File: src/rtl/ptp_tod_pkg.sv
package ptp_tod_pkg;
  localparam int SEC_W  = 48;
  localparam int NS_W   = 30;
  localparam int SUB_W  = 24;
  localparam int DATA_W = 32;
  localparam int ADDR_W = 5;
  localparam logic [NS_W-1:0] NS_PER_SEC = 30'd1_000_000_000;

  localparam logic [ADDR_W-1:0] A_SEC_HI = 5'd0;
  localparam logic [ADDR_W-1:0] A_SEC_LO = 5'd1;
  localparam logic [ADDR_W-1:0] A_NSEC   = 5'd2;
  localparam logic [ADDR_W-1:0] A_INC    = 5'd3;
  localparam logic [ADDR_W-1:0] A_SUBINC = 5'd4;
  localparam logic [ADDR_W-1:0] A_ADJ    = 5'd5;
  localparam logic [ADDR_W-1:0] A_CSTAT  = 5'd6;
  localparam int CAP_BASE   = 8;
  localparam int CAP_STRIDE = 4;
endpackage

File: src/rtl/ptp_tod_core.sv
module ptp_tod_core
  import ptp_tod_pkg::*;
#(
  parameter int INC_W = 8
) (
  input  logic             clk_i,
  input  logic             rst_ni,
  input  logic             load_i,
  input  logic [SEC_W-1:0] load_sec_i,
  input  logic [NS_W-1:0]  load_ns_i,
  input  logic             adj_i,
  input  logic             adj_neg_i,
  input  logic [NS_W-1:0]  adj_mag_i,
  input  logic [INC_W-1:0] inc_ns_i,
  input  logic [SUB_W-1:0] inc_sub_i,
  output logic [SEC_W-1:0] sec_o,
  output logic [NS_W-1:0]  ns_o,
  output logic [SUB_W-1:0] sub_o
);
  localparam int NSX = NS_W + 2;
  localparam logic [SEC_W-1:0] SEC_ONE = 1;
  localparam logic [NSX-1:0]   NS_WRAP = NSX'(NS_PER_SEC);

  logic [SEC_W-1:0] sec_q, sec_d;
  logic [NS_W-1:0]  ns_q, ns_d;
  logic [SUB_W-1:0] sub_q, sub_d;
  logic [SUB_W:0]   sub_sum;
  logic [NSX-1:0]   ns_sum;

  // priority: load, then offset, then step
  always_comb begin
    sec_d   = sec_q;
    ns_d    = ns_q;
    sub_d   = sub_q;
    sub_sum = {1'b0, sub_q} + {1'b0, inc_sub_i};
    ns_sum  = '0;
    if (load_i) begin
      sec_d = load_sec_i;
      ns_d  = load_ns_i;
      sub_d = '0;
    end else if (adj_i) begin
      if (!adj_neg_i) begin
        ns_sum = NSX'(ns_q) + NSX'(adj_mag_i);
        if (ns_sum >= NS_WRAP) begin
          ns_sum = ns_sum - NS_WRAP;
          sec_d  = sec_q + SEC_ONE;
        end
      end else if (adj_mag_i > ns_q) begin
        ns_sum = NSX'(ns_q) + NS_WRAP - NSX'(adj_mag_i);
        sec_d  = sec_q - SEC_ONE;
      end else begin
        ns_sum = NSX'(ns_q) - NSX'(adj_mag_i);
      end
      ns_d = ns_sum[NS_W-1:0];
    end else begin
      sub_d  = sub_sum[SUB_W-1:0];
      ns_sum = NSX'(ns_q) + NSX'(inc_ns_i) + NSX'(sub_sum[SUB_W]);
      if (ns_sum >= NS_WRAP) begin
        ns_sum = ns_sum - NS_WRAP;
        sec_d  = sec_q + SEC_ONE;
      end
      ns_d = ns_sum[NS_W-1:0];
    end
  end

  always_ff @(posedge clk_i or negedge rst_ni) begin
    if (!rst_ni) begin
      sec_q <= '0;
      ns_q  <= '0;
      sub_q <= '0;
    end else begin
      sec_q <= sec_d;
      ns_q  <= ns_d;
      sub_q <= sub_d;
    end
  end

  assign sec_o = sec_q;
  assign ns_o  = ns_q;
  assign sub_o = sub_q;
endmodule

File: src/rtl/ptp_tod_capture.sv
module ptp_tod_capture
  import ptp_tod_pkg::*;
(
  input  logic             clk_i,
  input  logic             rst_ni,
  input  logic             pulse_i,
  input  logic             clr_i,
  input  logic [SEC_W-1:0] sec_i,
  input  logic [NS_W-1:0]  ns_i,
  output logic             valid_o,
  output logic [SEC_W-1:0] sec_o,
  output logic [NS_W-1:0]  ns_o
);
  logic             valid_q;
  logic [SEC_W-1:0] sec_q;
  logic [NS_W-1:0]  ns_q;

  always_ff @(posedge clk_i or negedge rst_ni) begin
    if (!rst_ni) begin
      valid_q <= 1'b0;
      sec_q   <= '0;
      ns_q    <= '0;
    end else if (pulse_i && !valid_q) begin
      valid_q <= 1'b1;
      sec_q   <= sec_i;
      ns_q    <= ns_i;
    end else if (clr_i) begin
      valid_q <= 1'b0;
    end
  end

  assign valid_o = valid_q;
  assign sec_o   = sec_q;
  assign ns_o    = ns_q;
endmodule

File: src/rtl/ptp_tod_counter.sv
module ptp_tod_counter
  import ptp_tod_pkg::*;
#(
  parameter int               INC_W      = 8,
  parameter logic [INC_W-1:0] INC_RST    = 8,
  parameter logic [SUB_W-1:0] SUBINC_RST = '0,
  parameter int               N_CAP      = 4
) (
  input  logic              clk_i,
  input  logic              rst_ni,
  input  logic              reg_we_i,
  input  logic              reg_re_i,
  input  logic [ADDR_W-1:0] reg_addr_i,
  input  logic [DATA_W-1:0] reg_wdata_i,
  output logic [DATA_W-1:0] reg_rdata_o,
  input  logic [N_CAP-1:0]  ts_pulse_i
);
  localparam int SEC_HI_W = SEC_W - 32;

  logic [SEC_W-1:0]    stage_sec;
  logic [INC_W-1:0]    inc_q;
  logic [SUB_W-1:0]    subinc_q;
  logic [NS_W-1:0]     shadow_ns;
  logic [SEC_HI_W-1:0] shadow_sec_hi;
  logic [SEC_W-1:0]    tod_sec;
  logic [NS_W-1:0]     tod_ns;
  logic [SUB_W-1:0]    tod_sub;
  logic                load_we, adj_we, rd_sec;
  logic [N_CAP-1:0]    cap_valid, cap_clr;
  logic [SEC_W-1:0]    cap_sec [N_CAP];
  logic [NS_W-1:0]     cap_ns  [N_CAP];

  assign load_we = reg_we_i && (reg_addr_i == A_NSEC);
  assign adj_we  = reg_we_i && (reg_addr_i == A_ADJ);
  assign rd_sec  = reg_re_i && (reg_addr_i == A_SEC_LO);

  always_ff @(posedge clk_i or negedge rst_ni) begin
    if (!rst_ni) begin
      stage_sec     <= '0;
      inc_q         <= INC_RST;
      subinc_q      <= SUBINC_RST;
      shadow_ns     <= '0;
      shadow_sec_hi <= '0;
    end else begin
      if (reg_we_i) begin
        case (reg_addr_i)
          A_SEC_HI: stage_sec[SEC_W-1:32] <= reg_wdata_i[SEC_HI_W-1:0];
          A_SEC_LO: stage_sec[31:0]       <= reg_wdata_i;
          A_INC:    inc_q                 <= reg_wdata_i[INC_W-1:0];
          A_SUBINC: subinc_q              <= reg_wdata_i[SUB_W-1:0];
          default: ;
        endcase
      end
      if (rd_sec) begin
        shadow_ns     <= tod_ns;
        shadow_sec_hi <= tod_sec[SEC_W-1:32];
      end
    end
  end

  ptp_tod_core #(.INC_W(INC_W)) u_core (
    .clk_i      (clk_i),
    .rst_ni     (rst_ni),
    .load_i     (load_we),
    .load_sec_i (stage_sec),
    .load_ns_i  (reg_wdata_i[NS_W-1:0]),
    .adj_i      (adj_we),
    .adj_neg_i  (reg_wdata_i[DATA_W-1]),
    .adj_mag_i  (reg_wdata_i[NS_W-1:0]),
    .inc_ns_i   (inc_q),
    .inc_sub_i  (subinc_q),
    .sec_o      (tod_sec),
    .ns_o       (tod_ns),
    .sub_o      (tod_sub)
  );

  for (genvar k = 0; k < N_CAP; k++) begin : g_cap
    localparam logic [ADDR_W-1:0] A_NS_K = ADDR_W'(CAP_BASE + CAP_STRIDE * k);
    assign cap_clr[k] = reg_re_i && (reg_addr_i == A_NS_K);
    ptp_tod_capture u_cap (
      .clk_i   (clk_i),
      .rst_ni  (rst_ni),
      .pulse_i (ts_pulse_i[k]),
      .clr_i   (cap_clr[k]),
      .sec_i   (tod_sec),
      .ns_i    (tod_ns),
      .valid_o (cap_valid[k]),
      .sec_o   (cap_sec[k]),
      .ns_o    (cap_ns[k])
    );
  end

  always_comb begin
    reg_rdata_o = '0;
    case (reg_addr_i)
      A_SEC_HI: reg_rdata_o = DATA_W'(shadow_sec_hi);
      A_SEC_LO: reg_rdata_o = tod_sec[31:0];
      A_NSEC:   reg_rdata_o = DATA_W'(shadow_ns);
      A_INC:    reg_rdata_o = DATA_W'(inc_q);
      A_SUBINC: reg_rdata_o = DATA_W'(subinc_q);
      A_CSTAT:  reg_rdata_o = DATA_W'(cap_valid);
      default: ;
    endcase
    for (int k = 0; k < N_CAP; k++) begin
      if (reg_addr_i == ADDR_W'(CAP_BASE + CAP_STRIDE * k))
        reg_rdata_o = {cap_valid[k], 1'b0, cap_ns[k]};
      if (reg_addr_i == ADDR_W'(CAP_BASE + CAP_STRIDE * k + 1))
        reg_rdata_o = cap_sec[k][31:0];
      if (reg_addr_i == ADDR_W'(CAP_BASE + CAP_STRIDE * k + 2))
        reg_rdata_o = DATA_W'(cap_sec[k][SEC_W-1:32]);
    end
  end
endmodule

File: config.mk
export PLATFORM = sky130hd
export DESIGN_NAME = ptp_tod_counter
export DESIGN_NICKNAME = d
export VERILOG_FILES = /design/src/rtl/ptp_tod_pkg.sv /design/src/rtl/ptp_tod_core.sv /design/src/rtl/ptp_tod_capture.sv /design/src/rtl/ptp_tod_counter.sv
export SDC_FILE = /design/constraint.sdc
export NUM_CORES = 1
export LEC_CHECK = 0
export BUFFER_PORTS_ARGS = -buffer_cell sky130_fd_sc_hd__buf_2
export CAP_MARGIN = 10
export CORE_MARGIN = 3
export CORE_UTILIZATION = 35
export CTS_BUF_LIST = sky130_fd_sc_hd__clkbuf_8
export DETAILED_ROUTE_END_ITERATION = 7
export PLACE_DENSITY = 0.53
export REMOVE_ABC_BUFFERS = 1
export SETUP_SLACK_MARGIN = 0.1
export SYNTH_ARGS = -nofsm -noshare
export SYNTH_HDL_FRONTEND = slang
export SYNTH_SLANG_ARGS = --single-unit
export TNS_END_PERCENT = 1
File: constraint.sdc
create_clock -name clk_i -period 10 [get_ports clk_i]
set_clock_uncertainty 0.05 [all_clocks]
set_input_delay 0 -clock clk_i [delete_from_list [all_inputs] [get_ports clk_i]]
set_output_delay 0 -clock clk_i [all_outputs]
set_load 0.01 [all_outputs]
==> impl_metrics.yaml, run 1 <==
run_status:
  status: "finished clean"
route:
  post-route-drc-count: 0
  vias: 29500
  drt_iter0_markers: 2465
  routedWlPerCell_um: 23.3
  first_pass_iters: 8
  routed_via_density: 5.78
  final_antenna_net_count: 0
  drt_wl_total_um: 119000
yosys:
  yosys_warnings: 0
  synth_top_area_share: 0.399
  yosysTopAreaCell: "dfrtp_1"
  async_reset_ff_frac: 1.00
  ys_seq_area_frac: 0.400
  avgSynthCellArea_um2: 9.05
  synthCells: 3763
  syn-cell-area_um2: 34000
  synthDistinctLibCells: 115
  ys_seq_elements: 544
  synthTopCellsByArea: "dfrtp_1 40%, o21ai_0 6.4%, mux2_2 6.3%"
  synthFlopType: "dfrtp_1"
  synth-edff-count: 0
sta:
  min_period_ns: 8.44
  fin_tns_setup_ns: 0
  rsz0062_at_grt: "no"
  setup_viol: 0
  hold_viol: 0
  drv_slew: 0
  maxSlewHeadroom: 0.203
  clock.fmax_mhz: 118
  worst_pin_slew_ns: 1.18
  period_share: 0.844
grt:
  grt_pass1_vias: 28900
  antenna_found_initial: 6
  grt.total_usage: 0.230
  globalRouteOverflowTotal: 0
  grt_pass1_wl_um: 182000
  grt_max_degree: 161
clock_network:
  cts_resized: 0
  holdBufCountCts: 44
  cts_made_buffers: 94
  clk_path_buf_depth: 3
  path_clk_slew_ns: 0.06
  root_buffer: "clkbuf_8"
  cts_num_sinks: 544
  cts_max_level: 3
  postCtsSetupBuffers: 0
  cts_tree: "built"
  clk_latency_ns: 0.73
setup_path:
  slowest_delay_ns: 0.94
  path_buf_inv: 2
  path_max_fanout: 29
  cp_data_required_time_ns: 10.55
  r2r_setup_slack_ns: 1.56
  cp.arrival_ns: 8.99
  path_delay_family: "compound AO/OA/AOI/OAI gates"
  critPathKind: "reg2reg"
  start_kind: "register"
  endpoint_kind: "register"
  critPathSlowestCell: "o221ai_4"
cells_and_area:
  final_cell_area_um2: 37800
  drive_gt1_frac: 0.139
  syn2layout_area_growth_pct: 10.9
  nFillCells: 9629
  most-common-layout-cells: "543 x dfrtp_1, 469 x nand2_1, 437 x o21ai_0"
  fin_nets: 3976
  mostFrequentLayoutCell: "dfrtp_1"
  finalNonFillerCells: 5110
  multiInputGateArea_um2: 18900
  register_area_um2: 13600
placement:
  gp_congestion: 0.879
  post_dp_cell_area_um2: 35500
  port_buffers: 76
  dp.cells: 4899
  dp.final_hpwl_um: 83900
floorplanning:
  die_h_um: 318
  die_w_um: 318
  core_area_um2: 95700
  initial_core_util: 0.356
  die_area_um2: 101000
  fp-row-count: 113
  io_pins: 77
power:
  p_int_w: 0.00564
  power_density_nw_per_um2: 269
  leakage_nw: 16.8
  clockPowerShare: 0.195
  p_sw_frac: 0.444
  power_frac_seq: 0.326
  vdd_drop_max_mv: 0.169
  switching_power_w: 0.00451
  comb_power_share: 0.479
flow_run:
  max-cap-violations: 0
hold_path:
  hp-class: "in2reg"
power by group through the flow:
stage / clock, W / sequential [W] / combinational [W]
floorplan: 0 / 0.00312 / 0.00350
global placement: 0 / 0.00332 / 0.00473
detailed placement: 0 / 0.00333 / 0.00476
CTS: 0.00202 / 0.00330 / 0.00481
global route: 0.00213 / 0.00339 / 0.00538
finish: 0.00198 / 0.00331 / 0.00485
flip-flops by register name (all words and copies together), names as in the netlist:
name,flops
g_cap.u_cap.sec_o,192
g_cap.u_cap.ns_o,120
stage_sec,48
u_core.sec_o,48
shadow_ns,30
u_core.ns_o,30
subinc_q,24
u_core.sub_o,24
shadow_sec_hi,16
inc_q,8
g_cap.u_cap.valid_o,4
final timing paths:
path                                    startpoint                      end  cells past startpoint
setup / recovery                       subinc_q[0]         u_core.sec_o[41]                     29
hold / removal                     reg_wdata_i[30]            stage_sec[30]                      3
setup reg to reg                       subinc_q[0]         u_core.sec_o[41]                     29
hold reg to reg            g_cap[3].u_cap.ns_o[27]  g_cap[3].u_cap.ns_o[27]                      2
max in group asynchronous                   rst_ni  g_cap[3].u_cap.ns_o[23]                      5
min in group asynchronous                   rst_ni                 inc_q[3]                      3
stage by stage:
step	total power, W	hold slack, ns	util	setup WS (ns)
after floorplan	0.00662	-0.346	-	2.66
final	0.0101	0.0806	0.394	1.56
after global placement	0.00806	0.0973	0.371	1.78
after CTS	0.0101	0.0404	0.394	1.65
after global routing	0.0109	0.0672	0.394	0.548
after detailed placement	0.00809	0.0856	0.371	1.66
cell type report:
type / count / area share
multi-input cells: 2815 / 0.502
flip-flops and latches: 544 / 0.361
well taps: 1265 / 0.0419
clock buffers: 110 / 0.0401
repair buffers: 174 / 0.0339
inverters: 145 / 0.0144
clock inverters: 53 / 0.00726
diodes: 4 / 0.000265
worst min-delay path: stages:
cell           delay (ns)
dlygate4sd3_1        0.53
buf_2                0.13
mux2_2               0.14
routing by layer:
metal	share of wire	vias up	global-route usage
li1	-	13700	-
met1	0.45	14700	0.319
met2	0.46	918	0.374
met3	0.056	162	0.0326
met4	0.025	0	0.0648
met5	0	-	0
cell families (layout without fill, tap and decap cells):
logic type / count (synthesis) / count (layout) / synth area share
AO/OA/AOI/OAI: 1135 / 1135 / 0.221
XOR/XNOR: 161 / 161 / 0.0414
adder cells (fa/ha/maj): 157 / 157 / 0.0626
buffers and inverters: 404 / 482 / 0.0468
flip-flops: 544 / 544 / 0.400
multiplexers: 203 / 203 / 0.0670
other: 0 / 4 / 0
AND/OR/NAND/NOR: 1159 / 1159 / 0.162
synth_stat cells, drive strengths merged, types with 28 or more instances:
cell type and n:
mux2 189, inv 138, and3 28, a221oi 58, ha 135, buf 54
nor2b 32, nand2b 45, nand2 471, a31oi 34, nand4 62, or3 29
a211oi 48, o21ai 452, a22oi 83, nor3 75, dfrtp 543, a222oi 40
nor2 230, clkbuf 205, a21oi 147, o211ai 31, xor2 51, xnor2 110
nand3 93
No activity file was read; power rests on OpenSTA's default activity.
==> run 2: changes to the inputs <==
--- a/config.mk
+++ b/config.mk
@@ -5,13 +5,14 @@
 export SDC_FILE = /design/constraint.sdc
 export NUM_CORES = 1
 export LEC_CHECK = 0
+export ABC_AREA = 1
 export BUFFER_PORTS_ARGS = -buffer_cell sky130_fd_sc_hd__buf_2
 export CAP_MARGIN = 10
 export CORE_MARGIN = 3
 export CORE_UTILIZATION = 35
 export CTS_BUF_LIST = sky130_fd_sc_hd__clkbuf_8
 export DETAILED_ROUTE_END_ITERATION = 7
-export PLACE_DENSITY = 0.53
+export PLACE_DENSITY = 0.54
 export REMOVE_ABC_BUFFERS = 1
 export SETUP_SLACK_MARGIN = 0.1
 export SYNTH_ARGS = -nofsm -noshare
==> constraint.sdc (replaced) <==
create_clock -name clk_i -period 6.95 [get_ports clk_i]
set_clock_uncertainty 0.05 [all_clocks]
set_input_delay 0 -clock clk_i [delete_from_list [all_inputs] [get_ports clk_i]]
set_output_delay 0 -clock clk_i [all_outputs]
set_load 0.01 [all_outputs]
==> run 2 against run 1 <==
Count of clock-buffer cells in the layout increased by 15. Non-clock buffer count increased by 9. Combinational power increased by 72%. Highest routed layer unchanged.
==> impl_metrics.yaml, run 2 <==
flow_run:
  max-cap-violations: 0
cells_and_area:
  final_cell_area_um2: 39400
  mostFrequentLayoutCell: "nand2_1"
  largest_reg_flops: 192
  most-common-layout-cells: "1477 x nand2_1, 591 x o21ai_0, 543 x dfrtp_1"
  nFillCells: 10500
  drive_gt1_frac: 0.0676
  syn2layout_area_growth_pct: 12.4
  fin_nets: 5152
sta:
  clock.fmax_mhz: 159
  drv_slew: 0
  min_period_ns: 6.29
  hold_viol: 0
  rsz0062_at_grt: "no"
  holdWs_ns: 0.0648
  worst_pin_slew_ns: 1.14
  maxSlewHeadroom: 0.231
  fin_tns_setup_ns: 0
  period_share: 0.905
  setup_viol: 0
yosys:
  async_reset_ff_frac: 1.00
  synthCells: 4891
  yosys_warnings: 0
  avgSynthCellArea_um2: 7.17
  synth_most_common_cell: "nand2_1"
  ys_seq_area_frac: 0.388
  synthDistinctLibCells: 64
  synth-edff-count: 0
  syn-cell-area_um2: 35100
  ys_seq_elements: 544
  synth_commonest_cells: "1483 x nand2_1, 594 x o21ai_0, 543 x dfrtp_1"
  synthTopCellsByArea: "dfrtp_1 39%, nand2_1 16%, o21ai_0 8.5%"
  yosysTopAreaCell: "dfrtp_1"
  synthFlopType: "dfrtp_1"
  synth_top_area_share: 0.388
clock_network:
  path_clk_slew_ns: 0.06
  cts_max_level: 3
  cts_tree: "built"
  postCtsSetupBuffers: 0
  root_buffer: "clkbuf_8"
  clk_latency_ns: 0.73
  clk_path_buf_depth: 3
  cts_made_buffers: 94
  cts_num_sinks: 544
power:
  clockPowerShare: 0.198
  power_density_nw_per_um2: 414
  finalPower_w: 0.0163
  power_frac_seq: 0.291
  leakage_nw: 19.0
  vdd_drop_max_mv: 0.283
  comb_power_share: 0.511
  switching_power_w: 0.00787
  p_sw_frac: 0.483
  p_int_w: 0.00843
setup_path:
  endpoint_kind: "register"
  slowest_delay_ns: 0.56
  cp.arrival_ns: 6.84
  r2r_setup_slack_ns: 0.66
  start_kind: "register"
  worst_path_most_repeated_cell: "nand2_1"
  cp-startpoint: "subinc_q[0]"
  worstRegToRegCells: 39
  critPathSlowestCell: "dlygate4sd3_1"
  path_max_fanout: 24
  cp_data_required_time_ns: 7.50
  r2r_start: "subinc_q[0]"
  cp-endpoint: "u_core.ns_o[29]"
  path_buf_inv: 4
  path_delay_family: "simple AND/OR/NAND/NOR gates"
  path_depth: 39
  r2r_end: "u_core.ns_o[29]"
  critPathKind: "reg2reg"
route:
  detailroute.wirelength.met3_um: 7140
  topRoutingLayerUsed: "met4"
  drt_iter0_markers: 2954
  first_pass_iters: 6
  drt-met1-wl_um: 61000
  met2RoutedLength_um: 59800
  post-route-drc-count: 0
  vias: 33800
  routedWlPerCell_um: 20.9
  final_antenna_net_count: 0
  drt_wl_total_um: 132000
  routed_via_density: 5.36
placement:
  port_buffers: 76
  gp_congestion: 0.981
  post_dp_cell_area_um2: 36700
  dp.final_hpwl_um: 97900
grt:
  grt_pass1_wl_um: 203000
  globalRouteOverflowTotal: 0
  grt.total_usage: 0.254
  grt_max_degree: 137
  antenna_found_initial: 2
  grt_pass1_vias: 32800
floorplanning:
  initial_core_util: 0.355
  die_area_um2: 104000
  die_w_um: 323
  die_h_um: 323
  fp-row-count: 115
  io_pins: 77
  core_area_um2: 98900
run_status:
  status: "finished clean"
hold_path:
  hp-class: "in2reg"
==> run 2: worst min path at each step <==
stage / from / endpoint / slack, ns / depth (start not counted)
after global routing: reg_wdata_i[30] / stage_sec[30] / 0.03 / 3
after CTS: reg_wdata_i[30] / stage_sec[30] / 0.0005 / 3
after global placement: rst_ni / g_cap[2].u_cap.sec_o[36] / 0.10 / 1
final: reg_wdata_i[30] / stage_sec[30] / 0.06 / 3
after floorplan: rst_ni / g_cap[0].u_cap.ns_o[0] / -0.35 / 0
after detailed placement: rst_ni / g_cap[2].u_cap.sec_o[36] / 0.1 / 1
==> run 2: worst register-to-register path, delay by kind of cell, from the launching register on <==
family,cells,cell delay (ns)
DFF,1,0.40
and+or+nand+nor,23,2.17
buffers and inverters,4,0.96
adders and majority gates,4,1.21
AOI/OAI and AO/OA,7,1.10
xor gates and xnor gates,1,0.28
==> run 2: layout make-up <==
| class | count | area (um^2) | share of cell area |
|---|---|---|---|
| tap | 1287 | 1610 | 0.0409 |
| multi-input combinational | 3638 | 18800 | 0.478 |
| antenna | 2 | 5.00 | 0.000127 |
| sequential | 544 | 13600 | 0.345 |
| timing repair buffer | 183 | 1410 | 0.0357 |
| clock buffer | 125 | 1720 | 0.0437 |
| inverter | 489 | 1840 | 0.0466 |
| clock inverter | 47 | 375 | 0.00952 |
==> run 2: per-layer routing <==
| metal | up-vias | GRT usage |
|---|---|---|
| li1 | 16200 | - |
| met1 | 16400 | 0.359 |
| met2 | 990 | 0.409 |
| met3 | 210 | 0.0257 |
| met4 | 0 | 0.0802 |
| met5 | - | 0 |
==> run 2: through the flow <==
step / utilization / std cells / setup slack (ns)
finish: 0.399 / 6315 / 0.657
global route: 0.399 / 6314 / 0.115
CTS: 0.398 / 6313 / 0.309
detailed placement: 0.371 / 6085 / 0.579
global placement: 0.371 / 6085 / 0.674
floorplan: - / 4671 / 0.771
==> run 2: power groups by stage <==
stage	combinational, W	sequential, W	clock, W
finish	0.00832	0.00474	0.00323
global route	0.00935	0.00484	0.00346
CTS	0.00821	0.00472	0.00332
detailed placement	0.00810	0.00476	0
global placement	0.00808	0.00476	0
floorplan	0.00572	0.00451	0
==> run 2: logic make-up after synthesis <==
kind of cell,after synthesis,share of synthesized area
buf+inv,709,0.0772
simple gates,2276,0.267
fa+ha+maj,157,0.0607
flops,544,0.388
mux,2,0.000607
compound gates,1051,0.168
xor+xnor,152,0.0382
==> run 2: timing repair <==
action,4_1_cts,5_1_grt
endpoints found under the hold margin,333,0
hold buffers,56,0
resized for setup,0,10
endpoints found under the setup margin,0,64
